File: src/rtl/cnt_pkg.sv
// Package: shared configuration types and helpers for the cascadable counter.
// Assumes WIDTH >= 4 whenever the decimal radix is selected.
package cnt_pkg;

    // Counting radix selector.
    typedef enum logic {
        CNT_BINARY = 1'b0,
        CNT_DECADE = 1'b1
    } radix_e;

    // Clear timing selector.
    typedef enum logic {
        CLR_SYNC  = 1'b0,
        CLR_ASYNC = 1'b1
    } clr_mode_e;

    // Last value before the counter wraps, for a given radix and width.
    function automatic int unsigned terminal_of(radix_e radix, int unsigned width);
        if (radix == CNT_DECADE) begin
            return 9;
        end
        return (1 << width) - 1;
    endfunction

endpackage

File: src/rtl/cnt_next_state.sv
// Next-state selector for one counter stage. A load wins over counting.
// A count needs both enables. In decimal radix, any value at or above the
// terminal value wraps to zero. The clear is handled in the register stage.
// Assumes the terminal value fits in WIDTH bits.
module cnt_next_state
    import cnt_pkg::*;
#(
    parameter int unsigned WIDTH = 4,
    parameter radix_e      RADIX = CNT_BINARY
) (
    input  logic [WIDTH-1:0] cur,
    input  logic [WIDTH-1:0] load_val,
    input  logic             load_n,
    input  logic             en_a,
    input  logic             en_b,
    output logic [WIDTH-1:0] nxt
);
    localparam logic [WIDTH-1:0] TERM = WIDTH'(terminal_of(RADIX, WIDTH));

    logic             step;
    logic [WIDTH-1:0] incr;

    // Wrap at or above the terminal value; otherwise add one.
    always_comb begin
        if (cur >= TERM) begin
            incr = '0;
        end else begin
            incr = cur + 1'b1;
        end
    end

    // The counter steps only when both enables are high.
    assign step = en_a & en_b;

    // Priority: load, then count, then hold.
    always_comb begin
        if (!load_n) begin
            nxt = load_val;
        end else if (step) begin
            nxt = incr;
        end else begin
            nxt = cur;
        end
    end
endmodule

File: src/rtl/cnt_state_reg.sv
// Count register with an active-low clear. CLR_MODE selects whether the
// clear waits for the clock edge or takes effect at once.
// Assumes clr_n is synchronised upstream when the synchronous mode is used.
module cnt_state_reg
    import cnt_pkg::*;
#(
    parameter int unsigned WIDTH    = 4,
    parameter clr_mode_e   CLR_MODE = CLR_SYNC
) (
    input  logic             clk,
    input  logic             clr_n,
    input  logic [WIDTH-1:0] d,
    output logic [WIDTH-1:0] q
);
    generate
        if (CLR_MODE == CLR_ASYNC) begin : g_async
            // State update; the clear acts without a clock edge.
            always_ff @(posedge clk or negedge clr_n) begin
                if (!clr_n) begin
                    q <= '0;
                end else begin
                    q <= d;
                end
            end
        end else begin : g_sync
            // State update; the clear is sampled on the clock edge.
            always_ff @(posedge clk) begin
                if (!clr_n) begin
                    q <= '0;
                end else begin
                    q <= d;
                end
            end
        end
    endgenerate
endmodule

File: src/rtl/cnt_carry.sv
// Carry decode. The output is high when the carry enable is high and the
// count equals the terminal value for the selected radix. It is
// combinational, so it follows the count within the same cycle.
module cnt_carry
    import cnt_pkg::*;
#(
    parameter int unsigned WIDTH = 4,
    parameter radix_e      RADIX = CNT_BINARY
) (
    input  logic [WIDTH-1:0] cur,
    input  logic             en_carry,
    output logic             carry
);
    localparam logic [WIDTH-1:0] TERM = WIDTH'(terminal_of(RADIX, WIDTH));

    logic at_term;

    // Detect the terminal value.
    assign at_term = (cur == TERM);

    // The carry enable qualifies the carry output.
    assign carry = en_carry & at_term;
endmodule

File: src/rtl/casc_counter.sv
// Top level of one cascadable counter stage. It is built from a next-state
// selector, a count register and a carry decode. To chain stages, drive
// both enables of a stage from the carry_out of the stage below it.
module casc_counter
    import cnt_pkg::*;
#(
    parameter int unsigned WIDTH    = 4,
    parameter radix_e      RADIX    = CNT_BINARY,
    parameter clr_mode_e   CLR_MODE = CLR_SYNC
) (
    input  logic             clk,
    input  logic             clr_n,
    input  logic             preset_n,
    input  logic             count_en,
    input  logic             carry_en,
    input  logic [WIDTH-1:0] preset_val,
    output logic [WIDTH-1:0] value,
    output logic             carry_out
);
    logic [WIDTH-1:0] nxt_val;
    logic [WIDTH-1:0] cur_val;

    cnt_next_state #(.WIDTH(WIDTH), .RADIX(RADIX)) u_next (
        .cur      (cur_val),
        .load_val (preset_val),
        .load_n   (preset_n),
        .en_a     (count_en),
        .en_b     (carry_en),
        .nxt      (nxt_val)
    );

    cnt_state_reg #(.WIDTH(WIDTH), .CLR_MODE(CLR_MODE)) u_reg (
        .clk   (clk),
        .clr_n (clr_n),
        .d     (nxt_val),
        .q     (cur_val)
    );

    cnt_carry #(.WIDTH(WIDTH), .RADIX(RADIX)) u_carry (
        .cur      (cur_val),
        .en_carry (carry_en),
        .carry    (carry_out)
    );

    assign value = cur_val;
endmodule

File: config.mk
export PLATFORM = sky130hd
export DESIGN_NAME = casc_counter
export DESIGN_NICKNAME = d
export VERILOG_FILES = /design/src/rtl/cnt_pkg.sv /design/src/rtl/cnt_next_state.sv /design/src/rtl/cnt_state_reg.sv /design/src/rtl/cnt_carry.sv /design/src/rtl/casc_counter.sv
export SDC_FILE = /design/constraint.sdc
export NUM_CORES = 1
export LEC_CHECK = 0
export BUFFER_PORTS_ARGS = -buffer_cell sky130_fd_sc_hd__buf_2
export CAP_MARGIN = 5
export CORE_AREA = 2 2 39 41
export DETAILED_ROUTE_END_ITERATION = 7
export DIE_AREA = 0 0 41 43
export GPL_TIMING_DRIVEN = 0
export PLACE_DENSITY = 0.39
export SKIP_CTS_REPAIR_TIMING = 1
export SLEW_MARGIN = 20
export SYNTH_ARGS = -nofsm -noshare
export SYNTH_HDL_FRONTEND = slang
export SYNTH_SLANG_ARGS = --single-unit
File: constraint.sdc
create_clock -name clk -period 1.16 [get_ports clk]
set_input_delay 0.232 -clock clk [delete_from_list [all_inputs] [get_ports clk]]
set_output_delay 0.232 -clock clk [all_outputs]
set_load 0.02 [all_outputs]
==> impl_metrics.py <==
metrics = {
    "status": {
        "violations": "setup timing",
        "run_status": "complete, but fails checks",
    },
    "logic_synthesis": {
        "syn-mean-instance-area_um2": 8.02,
        "ys_warn_count": 0,
        "synth_seq_area_share": 0.344,
        "area_of_the_mapped_netlist_um2": 233,
        "synth.lib_cells_used.distinct": 17,
        "synth_seq_cells": 4,
        "number_of_standard_cells_after_synthesis": 29,
        "syn_nets": 39,
    },
    "timing": {
        "slew-limit-headroom": 0.877,
        "maxClockFrequency_mhz": 712,
        "final_period_minus_worst_setup_slack_ns": 1.40,
        "final_hold_viol_count": 0,
        "timing_worst_slew_pin_value_ns": 0.183,
        "post-route-period-util": 1.21,
        "finalMaxSlewViolations": 0,
        "tns_ns": -0.542,
        "setup_repair_after_global_routing_missed_its_margin": "true",
        "fin_worst_skew_ns": 0.00745,
        "setup_viol": 3,
        "postLayoutSetupSlackWorst_ns": -0.245,
    },
    "finish": {
        "insertedDiodeCount": 0,
        "layout.core_utilization": 0.281,
        "layout.cells.non_filler": 64,
        "finish.net_count": 59,
        "drive_gt1_frac": 0.500,
        "largest-register": "u_reg.q",
        "largest_register_ffs": 4,
        "reg.largest.list": "u_reg.q x4",
        "flow.area_growth_from_synthesis_pct": 67.2,
    },
    "global_routing": {
        "grt_pass1_vias": 221,
        "globalRoute.totalOverflow": 0,
        "largest_net_degree_at_the_start_of_global_routing": 10,
        "gr_util_all_layers": 0.0873,
        "grt_pass1_wl_um": 917,
        "initial_antenna_violation_count": 0,
    },
    "place": {
        "portBuffers": 12,
        "gp_congestion": 0.787,
        "post-place-cells": 57,
        "hpwl_reported_at_the_end_of_detailed_placement_um": 478,
    },
    "detailed_routing": {
        "detail_route.first_pass.iterations": 4,
        "vias_per_cell": 4.31,
        "vias": 276,
        "drt.antenna.violating_nets": 0,
        "detailedRoute.firstIterationViolations": 2,
        "total_detailed_routing_wirelength_um": 617,
        "detail_route.wl_per_cell_um": 9.64,
        "route.detailed.drc": 0,
    },
    "floorplanning": {
        "die_w_um": 41,
        "die_area_um2": 1760,
        "core_area_um2": 1380,
        "initial_utilization": 0.168,
        "std_cell_rows": 14,
        "floorplan.die.height_um": 43,
        "ports": 14,
    },
    "run": {
        "maxcap_violations": 0,
    },
    "power_and_ir_drop": {
        "ir_drop_mv": 0.501,
        "pwr_density_cell_nw_per_um2": 1130,
        "p_leak_nw": 0.175,
        "post-layout-total-power_mw": 0.440,
    },
    "clock_network": {
        "ctsLongestPathBuffers": 2,
        "numCtsBuffers": 3,
        "ctsHtreeMaxLevel": 1,
        "worst_skew_pair.late_latency_ns": 0.24,
        "clock_tree_from_tritoncts": "done",
        "clockRootBuffer": "sky130_fd_sc_hd__clkbuf_4",
        "clk_pin_slew_ns": 0.05,
        "cts_num_sinks": 4,
    },
    "critical_path": {
        "timing.reg2reg.worst_path_depth": 5,
        "timing.critical_path.from_type": "register",
        "timing.critical_path.to_type": "output pin",
        "crit_type": "reg -> out",
        "worstPathMaxFanout": 3,
        "arrival_ns": 1.17,
        "worst_ep_required_time_ns": 0.93,
    },
    "min_path": {
        "timing.hold.worst_path_depth": 3,
        "min_path_type": "in -> reg",
    },
}
[kinds of logic (layout without fill, tap and decap cells)]
kind of cell	Yosys count	after routing	share of synthesized area
and+or+nand+nor	13	13	0.306
AOI/OAI and AO/OA	7	7	0.183
DFF	4	4	0.344
xor gates and xnor gates	2	2	0.0753
buffers and inverters	2	21	0.0376
adders and majority gates	1	1	0.0538
[through the flow]
step                      setup WS (ns)  hold WS, ns  area, um2
after floorplan                 -0.0377        0.357        253
after CTS                        -0.349        0.246        359
after global placement          -0.0780        0.505        333
after global routing             -0.286        0.248        389
final                            -0.245        0.251        389
after detailed placement        -0.0771        0.510        333
[report_power, final]
group          internal, mW  switching, mW  total, mW  leakage [nW]
Combinational        0.0392         0.0432     0.0824         0.125
Sequential            0.148         0.0116      0.159        0.0344
Clock                 0.130         0.0684      0.198        0.0150
[worst max-delay path: stages (launching register included)]
cell and delay, ns:
sky130_fd_sc_hd__dfxtp_4 0.35, sky130_fd_sc_hd__ha_4 0.16, sky130_fd_sc_hd__and3_4 0.17, sky130_fd_sc_hd__and2_4 0.13, sky130_fd_sc_hd__buf_6 0.12
[final timing paths]
kind / startpoint / to / slack, ns
worst max-delay path: u_reg.q[0] / carry_out / -0.24
worst min-delay path: preset_val[1] / u_reg.q[1] / 0.25
worst max register to register: u_reg.q[0] / u_reg.q[0] / -0.17
worst min register to register: u_reg.q[3] / u_reg.q[3] / 0.61
[metal layers]
metal,routed length [um],track usage,vias to the layer above,part of all wire
li1,-,-,143,-
met1,234,0.0900,121,0.38
met2,315,0.119,12,0.51
met3,66,0.0942,0,0.11
met4,0,0.0200,0,0
met5,0,0,-,0
[Yosys cell counts, drive strengths merged]
| cell | number | share of area |
|---|---|---|
| inv | 1 | 0.016 |
| and3 | 1 | 0.048 |
| ha | 1 | 0.054 |
| buf | 1 | 0.021 |
| o22ai | 1 | 0.027 |
| a21oi | 1 | 0.021 |
| or3 | 2 | 0.054 |
| nor2 | 1 | 0.016 |
| a311oi | 1 | 0.038 |
| nand2 | 4 | 0.064 |
| nor2b | 1 | 0.027 |
| nand3 | 3 | 0.064 |
| and2 | 1 | 0.032 |
| dfxtp | 4 | 0.34 |
| a31oi | 2 | 0.054 |
| o21ai | 2 | 0.043 |
| xor2 | 2 | 0.075 |
[cell type report]
cell class                      count  area, um2
Multi-Input combinational cell     23        158
Sequential cell                     4       87.6
Buffer                              1       5.00
Timing Repair Buffer               15       88.8
Tap cell                           16       20.0
Inverter                            1       3.75
Clock buffer                        4       26.3
Fill cell                         146        995
[cell usage in the layout, fill, tap and decap left out, drive strengths merged]
master,instances
and3,1
or3,2
a311oi,1
ha,1
buf,16
nor2b,1
o21ai,2
xor2,2
inv,1
nand2,4
a21oi,1
and2,1
clkbuf,4
o22ai,1
a31oi,2
dfxtp,4
nand3,3
nor2,1
Power figures use the tool's default switching activity.
